`src/rtl/nrr_pkg.sv`:
```
package nrr_pkg;

    localparam int NREG  = 8;
    localparam int CW    = $clog2(NREG + 1);
    localparam int LEN_W = 10;
    localparam int IDX_W = 6;

    localparam logic [7:0] C_RESET  = 8'hFF;
    localparam logic [7:0] C_ENTER  = 8'h36;
    localparam logic [7:0] C_APPLY  = 8'h16;
    localparam logic [7:0] C_RD_A   = 8'h00;
    localparam logic [7:0] C_RD_B   = 8'h30;
    localparam logic [7:0] C_UNLK0  = 8'h17;
    localparam logic [7:0] C_UNLK1  = 8'h04;
    localparam logic [7:0] C_UNLK2  = 8'h19;
    localparam logic [7:0] R_OTPSEL = 8'h38;
    localparam logic [7:0] V_OTP_ON = 8'h52;
    localparam logic [7:0] V_OTP_OFF = 8'h00;

    localparam logic [23:0]      PAGE_MAIN = 24'h00021F;
    localparam logic [LEN_W-1:0] LEN_MAIN  = LEN_W'(784);
    localparam logic [23:0]      PAGE_ALT  = 24'h000200;
    localparam logic [LEN_W-1:0] LEN_ALT   = LEN_W'(528);

    typedef enum logic [2:0] {
        K_CMD, K_ADDR, K_WDATA, K_WAIT, K_READ, K_REGS, K_END
    } kind_e;

    typedef struct packed {
        kind_e            kind;
        logic [7:0]       val;
        logic [LEN_W-1:0] len;
    } step_t;

    typedef enum logic { S_IDLE, S_RUN } seq_st_e;

    function automatic step_t mk(kind_e k, logic [7:0] v, logic [LEN_W-1:0] l);
        step_t s;
        s.kind = k;
        s.val  = v;
        s.len  = l;
        return s;
    endfunction

    function automatic logic [7:0] retry_reg(logic [CW-1:0] i);
        case (i)
            CW'(0):  return 8'hCC;
            CW'(1):  return 8'hBF;
            CW'(2):  return 8'hAA;
            CW'(3):  return 8'hAB;
            CW'(4):  return 8'hCD;
            CW'(5):  return 8'hAD;
            CW'(6):  return 8'hAE;
            default: return 8'hAF;
        endcase
    endfunction

    function automatic step_t prog_step(logic [IDX_W-1:0] idx);
        case (idx)
            IDX_W'(0): return mk(K_CMD, C_ENTER, '0);
            IDX_W'(1): return mk(K_REGS, 8'h00, '0);
            IDX_W'(2): return mk(K_CMD, C_APPLY, '0);
            default:   return mk(K_END, 8'h00, '0);
        endcase
    endfunction

    function automatic step_t fetch_step(logic [IDX_W-1:0] idx, logic alt);
        logic [23:0]      pg;
        logic [LEN_W-1:0] ln;
        pg = alt ? PAGE_ALT : PAGE_MAIN;
        ln = alt ? LEN_ALT  : LEN_MAIN;
        case (idx)
            IDX_W'(0):  return mk(K_CMD,   C_RESET,   '0);
            IDX_W'(1):  return mk(K_WAIT,  8'h00,     '0);
            IDX_W'(2):  return mk(K_CMD,   C_ENTER,   '0);
            IDX_W'(3):  return mk(K_ADDR,  R_OTPSEL,  '0);
            IDX_W'(4):  return mk(K_ADDR,  R_OTPSEL,  '0);
            IDX_W'(5):  return mk(K_WDATA, V_OTP_ON,  '0);
            IDX_W'(6):  return mk(K_CMD,   C_APPLY,   '0);
            IDX_W'(7):  return mk(K_CMD,   C_UNLK0,   '0);
            IDX_W'(8):  return mk(K_CMD,   C_UNLK1,   '0);
            IDX_W'(9):  return mk(K_CMD,   C_UNLK2,   '0);
            IDX_W'(10): return mk(K_CMD,   C_RD_A,    '0);
            IDX_W'(11): return mk(K_ADDR,  8'h00,     '0);
            IDX_W'(12): return mk(K_ADDR,  8'h00,     '0);
            IDX_W'(13): return mk(K_ADDR,  pg[7:0],   '0);
            IDX_W'(14): return mk(K_ADDR,  pg[15:8],  '0);
            IDX_W'(15): return mk(K_ADDR,  pg[23:16], '0);
            IDX_W'(16): return mk(K_CMD,   C_RD_B,    '0);
            IDX_W'(17): return mk(K_WAIT,  8'h00,     '0);
            IDX_W'(18): return mk(K_READ,  8'h00,     ln);
            IDX_W'(19): return mk(K_CMD,   C_RESET,   '0);
            IDX_W'(20): return mk(K_WAIT,  8'h00,     '0);
            IDX_W'(21): return mk(K_CMD,   C_ENTER,   '0);
            IDX_W'(22): return mk(K_ADDR,  R_OTPSEL,  '0);
            IDX_W'(23): return mk(K_ADDR,  R_OTPSEL,  '0);
            IDX_W'(24): return mk(K_WDATA, V_OTP_OFF, '0);
            IDX_W'(25): return mk(K_CMD,   C_APPLY,   '0);
            IDX_W'(26): return mk(K_CMD,   C_RD_A,    '0);
            IDX_W'(27), IDX_W'(28), IDX_W'(29), IDX_W'(30), IDX_W'(31):
                        return mk(K_ADDR,  8'h00,     '0);
            IDX_W'(32): return mk(K_CMD,   C_RD_B,    '0);
            IDX_W'(33): return mk(K_WAIT,  8'h00,     '0);
            IDX_W'(34): return mk(K_READ,  8'h00,     '0);
            default:    return mk(K_END,   8'h00,     '0);
        endcase
    endfunction

endpackage

```
`src/rtl/nrr_reg_walker.sv`:
```
module nrr_reg_walker
    import nrr_pkg::*;
#(
    parameter int MODE_W = 3,
    localparam int PM_AW = MODE_W + $clog2(NREG)
) (
    input  logic              clk,
    input  logic              rst,
    input  logic              active,
    input  logic [MODE_W-1:0] mode,
    input  logic [CW-1:0]     count,
    input  logic [7:0]        pm_data,
    output logic [PM_AW-1:0]  pm_addr,
    output logic              addr_stb,
    output logic              data_stb,
    output logic [7:0]        byte_out,
    output logic              last
);
    logic [CW-1:0] ri_q;
    logic [1:0]    ph_q;
    logic [7:0]    val_q;
    logic          nonempty;

    assign nonempty = (count != '0);

    always_ff @(posedge clk) begin
        if (rst || !active) begin
            ri_q <= '0;
            ph_q <= '0;
            if (rst) val_q <= '0;
        end else begin
            if (ph_q == 2'd1) val_q <= pm_data;
            if (ph_q == 2'd2) begin
                ph_q <= '0;
                ri_q <= ri_q + 1'b1;
            end else begin
                ph_q <= ph_q + 1'b1;
            end
        end
    end

    assign pm_addr  = PM_AW'(mode) * PM_AW'(count) + PM_AW'(ri_q);
    assign addr_stb = active && nonempty && (ph_q != 2'd2);
    assign data_stb = active && nonempty && (ph_q == 2'd2);
    assign byte_out = (ph_q == 2'd2) ? val_q : retry_reg(ri_q);
    assign last     = active && (!nonempty || ((ph_q == 2'd2) && (ri_q == count - 1'b1)));
endmodule

```
`src/rtl/nrr_wait_timer.sv`:
```
module nrr_wait_timer #(
    parameter int GUARD = 2,
    parameter int TO_W  = 16,
    localparam int G_W  = $clog2(GUARD + 1)
) (
    input  logic            clk,
    input  logic            rst,
    input  logic            active,
    input  logic            rdy,
    input  logic [TO_W-1:0] limit,
    output logic            ok,
    output logic            expired
);
    logic [G_W-1:0]  g_q;
    logic [TO_W-1:0] t_q;
    logic            armed;

    assign armed = (g_q == G_W'(GUARD));

    always_ff @(posedge clk) begin
        if (rst || !active) begin
            g_q <= '0;
            t_q <= '0;
        end else if (!armed) begin
            g_q <= g_q + 1'b1;
        end else if (t_q != '1) begin
            t_q <= t_q + 1'b1;
        end
    end

    assign ok      = active && armed && rdy;
    assign expired = active && armed && !rdy && (t_q >= limit);
endmodule

```
`src/rtl/nrr_stream.sv`:
```
module nrr_stream
    import nrr_pkg::*;
(
    input  logic             clk,
    input  logic             rst,
    input  logic             active,
    input  logic [LEN_W-1:0] len,
    output logic             strobe,
    output logic             fin
);
    logic [LEN_W-1:0] n_q;

    always_ff @(posedge clk) begin
        if (rst || !active) n_q <= '0;
        else if (strobe)    n_q <= n_q + 1'b1;
    end

    assign strobe = active && (n_q < len);
    assign fin    = active && ((len == '0) || (n_q == len - 1'b1));
endmodule

```
`src/rtl/nrr_seq.sv`:
```
module nrr_seq
    import nrr_pkg::*;
#(
    parameter int MODE_W = 3,
    parameter int CNT_W  = 4,
    parameter int TO_W   = 16,
    parameter int GUARD  = 2,
    localparam int PM_AW = MODE_W + $clog2(NREG)
) (
    input  logic              clk,
    input  logic              rst,
    input  logic              start,
    input  logic              op_sel,
    input  logic              layout_sel,
    input  logic [MODE_W-1:0] mode_sel,
    input  logic [CNT_W-1:0]  reg_count,
    input  logic [TO_W-1:0]   wait_limit,
    output logic [PM_AW-1:0]  pm_addr,
    input  logic [7:0]        pm_data,
    output logic              cle,
    output logic              ale,
    output logic              we,
    output logic              re,
    output logic [7:0]        dq_out,
    input  logic              rdy,
    output logic              busy,
    output logic              done,
    output logic              err
);
    seq_st_e           st_q;
    logic [IDX_W-1:0]  idx_q;
    logic              op_q, alt_q, done_q, err_q;
    logic [MODE_W-1:0] mode_q;
    logic [CW-1:0]     cnt_q;
    logic [TO_W-1:0]   lim_q;
    step_t             cur;
    logic              run;
    logic              w_addr, w_data, w_last;
    logic [7:0]        w_byte;
    logic              t_ok, t_exp;
    logic              s_stb, s_fin;
    logic              adv;
    logic [CW-1:0]     cnt_clamped;

    assign run = (st_q == S_RUN);
    assign cur = op_q ? fetch_step(idx_q, alt_q) : prog_step(idx_q);
    assign cnt_clamped = (reg_count > CNT_W'(NREG)) ? CW'(NREG) : CW'(reg_count);

    nrr_reg_walker #(.MODE_W(MODE_W)) u_walk (
        .clk(clk), .rst(rst),
        .active(run && cur.kind == K_REGS),
        .mode(mode_q), .count(cnt_q), .pm_data(pm_data),
        .pm_addr(pm_addr), .addr_stb(w_addr), .data_stb(w_data),
        .byte_out(w_byte), .last(w_last)
    );

    nrr_wait_timer #(.GUARD(GUARD), .TO_W(TO_W)) u_wait (
        .clk(clk), .rst(rst),
        .active(run && cur.kind == K_WAIT),
        .rdy(rdy), .limit(lim_q), .ok(t_ok), .expired(t_exp)
    );

    nrr_stream u_stream (
        .clk(clk), .rst(rst),
        .active(run && cur.kind == K_READ),
        .len(cur.len), .strobe(s_stb), .fin(s_fin)
    );

    always_comb begin
        case (cur.kind)
            K_CMD, K_ADDR, K_WDATA: adv = 1'b1;
            K_REGS:                 adv = w_last;
            K_WAIT:                 adv = t_ok;
            K_READ:                 adv = s_fin;
            default:                adv = 1'b0;
        endcase
    end

    always_ff @(posedge clk) begin
        if (rst) begin
            st_q   <= S_IDLE;
            idx_q  <= '0;
            op_q   <= 1'b0;
            alt_q  <= 1'b0;
            mode_q <= '0;
            cnt_q  <= '0;
            lim_q  <= '0;
            done_q <= 1'b0;
            err_q  <= 1'b0;
        end else begin
            done_q <= 1'b0;
            case (st_q)
                S_IDLE: if (start) begin
                    st_q   <= S_RUN;
                    idx_q  <= '0;
                    op_q   <= op_sel;
                    alt_q  <= layout_sel;
                    mode_q <= mode_sel;
                    cnt_q  <= cnt_clamped;
                    lim_q  <= wait_limit;
                    err_q  <= 1'b0;
                end
                default: begin
                    if (cur.kind == K_END) begin
                        st_q   <= S_IDLE;
                        done_q <= 1'b1;
                    end else if (cur.kind == K_WAIT && t_exp && !t_ok) begin
                        st_q   <= S_IDLE;
                        done_q <= 1'b1;
                        err_q  <= 1'b1;
                    end else if (adv) begin
                        idx_q <= idx_q + 1'b1;
                    end
                end
            endcase
        end
    end

    always_comb begin
        cle    = 1'b0;
        ale    = 1'b0;
        we     = 1'b0;
        re     = 1'b0;
        dq_out = 8'h00;
        if (run) begin
            case (cur.kind)
                K_CMD:   begin cle = 1'b1; dq_out = cur.val; end
                K_ADDR:  begin ale = 1'b1; dq_out = cur.val; end
                K_WDATA: begin we  = 1'b1; dq_out = cur.val; end
                K_REGS:  begin
                    ale = w_addr;
                    we  = w_data;
                    if (w_addr || w_data) dq_out = w_byte;
                end
                K_READ:  re = s_stb;
                default: ;
            endcase
        end
    end

    assign busy = run;
    assign done = done_q;
    assign err  = err_q;
endmodule

```
`config.mk`:
```
export PLATFORM = sky130hd
export DESIGN_NAME = nrr_seq
export DESIGN_NICKNAME = d
export VERILOG_FILES = /design/src/rtl/nrr_pkg.sv /design/src/rtl/nrr_reg_walker.sv /design/src/rtl/nrr_wait_timer.sv /design/src/rtl/nrr_stream.sv /design/src/rtl/nrr_seq.sv
export SDC_FILE = /design/constraint.sdc
export NUM_CORES = 1
export LEC_CHECK = 0
export ABC_AREA = 1
export ABC_CLOCK_PERIOD_IN_PS = 3460
export BUFFER_PORTS_ARGS = -buffer_cell sky130_fd_sc_hd__buf_4
export CORE_MARGIN = 3
export CORE_UTILIZATION = 50
export CTS_CLUSTER_SIZE = 25
export DETAILED_ROUTE_END_ITERATION = 10
export PLACE_DENSITY = 0.69
export SLEW_MARGIN = 10
export SYNTH_ARGS = -nofsm -noshare
export SYNTH_HDL_FRONTEND = slang
export SYNTH_SLANG_ARGS = --single-unit
```
`constraint.sdc`:
```
create_clock -name clk -period 3.46 [get_ports clk]
set_input_delay 0.346 -clock clk [delete_from_list [all_inputs] [get_ports clk]]
set_output_delay 0.346 -clock clk [all_outputs]
set_load 0.03 [all_outputs]
```
; ---- Word-level counts from Yosys, hierarchy flattened
; Cells that the tools add are included.
[word_totals]
register_bits = 76
input_bits = 37
elab_cells = 176
[classes]
mul = 1
mux = 38
addsub = 9
n_eq_ne = 58
bitwise_logic = 1
magnitude_cmp = 3
n_reduce_logical = 51
[op_table]
columns = operator, n
row1 = $pmux W21 S18, 1
row2 = $eq A6 B5 Y1 const B, 16
row3 = $pmux W21 S3, 1
row4 = $pmux W7 S7, 1
row5 = $eq A6 B4 Y1 const B, 8
row6 = $mux W8, 6
row7 = $mux W6, 5
row8 = $eq A6 B3 Y1 const B, 4
row9 = $mux W21, 1
row10 = $eq A6 B6 Y1 const B, 3
row11 = $add A16 B1 Y16 const B, 1
row12 = $ge A16 B16 Y1, 1
row13 = $logic_and A1 B1 Y1, 16
row14 = $mux W1, 16
row15 = $ne A16 B16 Y1 const B, 1
row16 = $pmux W8 S2, 1
row17 = $reduce_or A2 Y1, 7
row18 = $eq A4 B3 Y1 const B, 3
row19 = $eq A6 B2 Y1 const B, 2
row20 = $add A10 B1 Y10 const B, 1
row21 = $eq A10 B10 Y1, 1
row22 = $logic_not A10 Y1, 1
row23 = $lt A10 B10 Y1, 1
row24 = $sub A10 B1 Y10 const B, 1
row25 = other kinds (37), 62

; ---- Longest topological paths before layout
[depth]
word_depth = 14
depth_mapped = 20
depth_no_buf = 19

; ---- Hierarchy
; From an unflattened synthesis, not the netlist that was laid out.
[hier_totals]
hier_cells = 939
hier_area_um2 = 6084.6
[modules_own_cells]
columns = mod, seq_area_each_um2, instances, area_each_um2, cells_per_inst
row1 = nrr_seq, 680.7, 1, 2110.8, 330
row2 = nrr_wait_timer, 360.3, 1, 1455.1, 226
row3 = nrr_reg_walker, 360.3, 1, 1366.3, 192
row4 = nrr_stream, 200.2, 1, 1152.4, 191

; ---- Worst setup path after synthesis
; Ideal clock, no wire load.
[synth_path]
kind = reg-to-output
start = register st_q (netlist: busy)
end = output port ale
path_buffers = 0
slack_ns = -0.121
arrival_time_ns = 3.235
path_stages_with_launch = 7
path_cell_list = dfxtp_1 clkinv_1 nor3_1 nand2_1 nor2_1 inv_1 a2111oi_0
[synth_via]
elab_chain_len = 5
[synth_rtl]
columns = element, line_no
row1 = "start, declared", nrr_seq.sv:30  ; seq_st_e st_q;
row2 = "start signal, assigned", nrr_seq.sv:81  ; st_q <= S_IDLE;
row3 = "start signal, assigned", nrr_seq.sv:94  ; st_q <= S_RUN;
row4 = "start signal, assigned", nrr_seq.sv:105  ; st_q <= S_IDLE;
row5 = $logic_and A1 B1 Y1, nrr_seq.sv:51  ; .active(run && cur.kind == K_REGS),
row6 = $logic_and A1 B1 Y1 (2 in series), nrr_reg_walker.sv:43  ; assign addr_stb = active && nonempty && (ph_q != 2'd2);
row7 = $pmux W1 S2, nrr_seq.sv:126  ; case (cur.kind)
row8 = $mux W1 (*), nrr_seq.sv:125  ; if (run) begin
row9 = "end, declared", nrr_seq.sv:21  ; output logic ale,
; Every way passes the cells marked *; elsewhere a longest branch is shown, timed or not.

; ---- Final worst setup path
[layout_path]
start = register mode_q[2]
end = output port pm_addr[5]
[layout_via]
elab_chain_len = 2
[layout_rtl]
columns = element, line_no
row1 = "start, declared", nrr_seq.sv:33  ; logic [MODE_W-1:0] mode_q;
row2 = "start signal, assigned", nrr_seq.sv:98  ; mode_q <= mode_sel;
row3 = $mul A3 B4 Y6, nrr_reg_walker.sv:42  ; assign pm_addr = PM_AW'(mode) * PM_AW'(count) + PM_AW'(ri_q);
row4 = $add A6 B4 Y6, nrr_reg_walker.sv:42
row5 = "end, declared", nrr_seq.sv:18  ; output logic [PM_AW-1:0] pm_addr,
; No other way between the ends.

==> impl_metrics.csv <==
group,metric,value,unit
run_status,outcome,"finished clean",
grt,grtUsageTotal,21.0,%
floorplanning,fp.dieArea,11600,um^2
grt,pin_count_of_the_biggest_net_entering_global_routing,39,
setup_path,worst_ep_arrival_time,2.93,ns
sta,finClkSkew,0.0138,ns
final_layout,layout-area-overhead-vs-synth,16.3,%
setup_path,crit_chain,"nand2_1, fa_1, fa_1, inv_1, fa_1, nand2_1, nand2_1, a21oi_1, xnor2_1, buf_4",
clock_tree,cts_num_sinks,76,
synthesis,synthCells,745,
hold_path,cell_depth_of_the_worst_min_delay_path,2,
grt,grt_pass1_vias,4391,
setup_path,end_kind,"primary output",
synthesis,yosys_warnings,0,
sta,worst_pin_slew,0.664,ns
sta,hold_violations,0,
sta,period_minus_slack,3.28,ns
floorplanning,io-pin-count,58,
drt,post_detailed_route_drc_marker_count,0,
setup_path,worst-r2r-cell-count,18,
sta,worst_slack_setup_final,0.184,ns
placed_design,post-place-ws,0.414,ns
clock_tree,maximum_root_to_sink_buffer_count,2,
sta,max-slew-margin-rel,55.6,%
clock_tree,clockRootBuffer,"sky130_fd_sc_hd__clkbuf_8",
drt,detail_route.iter0.violations,281,
power_and_ir_drop,comb_power_share,41.8,%
synthesis,synth.distinct_cells,49,
placed_design,detailed_place_hpwl,9370,um
floorplanning,core_area,9910,um^2
synthesis,synth-seq-area-share,31.0,%
drt,avgRoutedWirePerCell,12.9,um
clock_tree,tritoncts,"built",
grt,grt_pass1_wl,19900,um
power_and_ir_drop,max-vdd-ir-drop,0.000354,V
setup_path,cp_top_family,"adder cells",
synthesis,synth.ff_latch_count,76,
clock_tree,htree_num_levels,3,
placed_design,portBuffers,57,
clock_tree,cts-buffers-inserted,9,
setup_path,startpoint_class,"register",
floorplanning,die_w,108,um
drt,routed_wirelength,12200,um
sta,maxSlewViolCount,0,
sta,report.final.setup_viol,0,
drt,postRouteAntennaNets,0,
power_and_ir_drop,cell_internal_pwr,1850,uW
job,drv.max_cap_violation_count,0,
sta,maximum_achievable_frequency,305,MHz
setup_path,crit_slowest_cell,"sky130_fd_sc_hd__fa_1",
floorplanning,row_count,36,
power_and_ir_drop,p_sw_share,40.9,%
synthesis,yosysTopAreaCell,"sky130_fd_sc_hd__dfxtp_1",
final_layout,antenna-diode-count,0,
setup_path,timing.critical_path.fanout_max,5,
drt,via_per_inst,5.24,
hold_path,hp-class,"primary input to register",
setup_path,cp.depth,10,
floorplanning,initial_core_util,52.1,%
sta,period_share,94.7,%
setup_path,critPathKind,"register to primary output",
final_layout,net_count_of_the_finished_layout,889,
sta,holdWs,0.237,ns
final_layout,layout-drive-gt1-share,16.1,%
setup_path,required,3.11,ns
clock_tree,clk_pin_slew_worst_paths,0.07,ns
clock_tree,clkLatencyLatePin,0.35,ns
grt,grt_antenna_before_repair,0,
drt,vias,4926,
power_and_ir_drop,share_seq_of_total_power,33.0,%
synthesis,syn_avg_cell_area,6.94,um^2
setup_path,timing.critical_path.slowest_cell_delay,0.52,ns
synthesis,ys_top_cells_by_area,"sky130_fd_sc_hd__dfxtp_1 (26%), sky130_fd_sc_hd__ha_1 (11%), sky130_fd_sc_hd__nand2_1 (10%)",
synthesis,synth_top_cell_area_share,26.3,%
setup_path,critPathBufInv,2,
power_and_ir_drop,power_per_cell_area,522,nW/um^2
drt,detailed_router_iteration_count_before_antenna_repair,5,
synthesis,postSynthNetCount,831,
floorplanning,die_height,108,um
placed_design,place.gp.congestion,0.944,
synthesis,synthesis.area,5170,um^2
grt,grt_overflow,0,
power_and_ir_drop,leakagePower,0.00273,uW
power_and_ir_drop,net_switching_power,1280,uW
power_and_ir_drop,p_clk_share,25.3,%
cell usage after synthesis (all sizes together):
| cell type | number |
|---|---|
| nand3 | 45 |
| buf | 11 |
| clkbuf | 8 |
| nor4 | 3 |
| nand4 | 9 |
| o21ai | 40 |
| inv | 118 |
| and2 | 1 |
| nor2 | 96 |
| a31o | 1 |
| o21bai | 1 |
| o21a | 2 |
| o22ai | 2 |
| a21oi | 69 |
| or2 | 5 |
| a211oi | 5 |
| fa | 5 |
| xor2 | 11 |
| and3b | 1 |
| a31oi | 4 |
| clkinv | 1 |
| a21boi | 3 |
| o211ai | 3 |
| nor3b | 2 |
| o41ai | 1 |
| xnor2 | 5 |
| dfxtp | 68 |
| nand2 | 148 |
| o31ai | 4 |
| ha | 44 |
| nand3b | 1 |
| edfxtp | 8 |
| a2111oi | 2 |
| nor3 | 16 |
| a41oi | 1 |
| a22oi | 1 |
path summary, 6_finish.rpt:
kind,slack (ns),endpoint,from
max,0.18,pm_addr[5],mode_q[2]$_SDFFE_PP0P_
min,0.24,cnt_q[1]$_SDFFE_PP0P_,rst
max reg2reg,0.54,u_stream.n_q[5]$_SDFFE_PP0P_,idx_q[0]$_SDFFE_PP0P_
min reg2reg,0.46,u_walk.ph_q[0]$_SDFF_PP0_,u_walk.ph_q[0]$_SDFF_PP0_
placed cells by master (no fill, tap or decap), types with 2 or more instances in the layout:
master                        n
sky130_fd_sc_hd__a211oi_1     5
sky130_fd_sc_hd__a21boi_0     3
sky130_fd_sc_hd__a21oi_1     67
sky130_fd_sc_hd__a31oi_1      4
sky130_fd_sc_hd__buf_4       66
sky130_fd_sc_hd__bufinv_16    2
sky130_fd_sc_hd__clkbuf_8     9
sky130_fd_sc_hd__dfxtp_1     62
sky130_fd_sc_hd__dfxtp_2      6
sky130_fd_sc_hd__edfxtp_1     8
sky130_fd_sc_hd__fa_1         5
sky130_fd_sc_hd__ha_1        43
sky130_fd_sc_hd__inv_1      110
sky130_fd_sc_hd__inv_2        8
sky130_fd_sc_hd__nand2_1    139
sky130_fd_sc_hd__nand2_2      8
sky130_fd_sc_hd__nand3_1     41
sky130_fd_sc_hd__nand3_2      4
sky130_fd_sc_hd__nand4_1      8
sky130_fd_sc_hd__nor2_1      85
sky130_fd_sc_hd__nor2_2       7
sky130_fd_sc_hd__nor2_4       4
sky130_fd_sc_hd__nor3_1      16
sky130_fd_sc_hd__nor3b_1      2
sky130_fd_sc_hd__nor4_1       3
sky130_fd_sc_hd__o211ai_1     2
sky130_fd_sc_hd__o21a_1       2
sky130_fd_sc_hd__o21ai_0     40
sky130_fd_sc_hd__o22ai_1      2
sky130_fd_sc_hd__o31ai_1      4
sky130_fd_sc_hd__or2_2        5
sky130_fd_sc_hd__xnor2_1      5
sky130_fd_sc_hd__xor2_1      11
cells by family after synthesis:
kind of cell    count (synthesis)  share of synthesized area (%)
buf+inv                       138                           10.4
simple gates                  327                           28.0
compound gates                139                           15.3
fa+ha+maj                      49                           12.6
flops                          76                           31.0
xor+xnor                       16                           2.71
layout make-up:
class                   instances  area, um^2
multi-input cells             531        3060
fillers                       957        3900
repair buffers                 66         495
flip-flops and latches         76        1610
well taps                     133         166
clock buffers                  10         149
inverters                     119         447
clock inverters                 5        82.6
stage by stage:
stage	setup TNS (ns)	utilization (%)	total power [uW]	cells	instance area [um^2]
finish	0	60.6	3140	940	6010
global route	-0.0409	60.6	3350	940	6010
CTS	0	60.2	3130	939	5970
detailed placement	0	57.9	2340	924	5740
global placement	0	57.9	2320	924	5740
floorplan	0	-	2020	745	5170
layer usage:
metal	up-vias	track usage, %	part of all wire (%)
met5	-	0	0
met3	17	3.48	5.6
li1	2529	-	-
met1	2230	29.1	47
met2	150	34.0	46
met4	0	5.50	1.3
repair_timing:
| action | 4_1_cts | 5_1_grt |
|---|---|---|
| resized for setup | 0 | 13 |
| setup buffers | 0 | 1 |
| endpoints found under the setup margin | 0 | 3 |
| hold buffers | 0 | 0 |
sequential cells by signal (all words and copies together), names as in the netlist, 2 cells and up:
| register | flops |
|---|---|
| cnt_q | 4 |
| u_wait.t_q | 16 |
| mode_q | 3 |
| u_walk.ri_q | 4 |
| lim_q | 16 |
| u_walk.val_q | 8 |
| u_stream.n_q | 10 |
| u_walk.ph_q | 2 |
| idx_q | 6 |
| u_wait.g_q | 2 |
power by group through the flow:
stage | registers [uW] | clock network (uW) | logic, uW
final | 1030 | 793 | 1310
after global routing | 1050 | 840 | 1460
after CTS | 1030 | 810 | 1290
after detailed placement | 1050 | 0 | 1290
after global placement | 1050 | 0 | 1280
after floorplan | 1040 | 0 | 982
worst register-to-register path, cell delays in order, from the launching register on:
cell                      delay, ns
sky130_fd_sc_hd__dfxtp_1       0.35
sky130_fd_sc_hd__inv_1         0.15
sky130_fd_sc_hd__ha_4          0.18
sky130_fd_sc_hd__inv_1         0.08
sky130_fd_sc_hd__nor3_1        0.23
sky130_fd_sc_hd__nand2_2       0.16
sky130_fd_sc_hd__nor2_2        0.14
sky130_fd_sc_hd__inv_1         0.07
sky130_fd_sc_hd__ha_1          0.27
sky130_fd_sc_hd__o21ai_0       0.08
sky130_fd_sc_hd__inv_1         0.05
sky130_fd_sc_hd__o21ai_0       0.14
sky130_fd_sc_hd__inv_1         0.05
sky130_fd_sc_hd__nor2_1        0.12
sky130_fd_sc_hd__buf_4         0.14
sky130_fd_sc_hd__nand4_1       0.13
sky130_fd_sc_hd__nor2_2        0.24
sky130_fd_sc_hd__a21oi_1       0.12
sky130_fd_sc_hd__o21a_1        0.12
(Power assumes the default switching activity.)
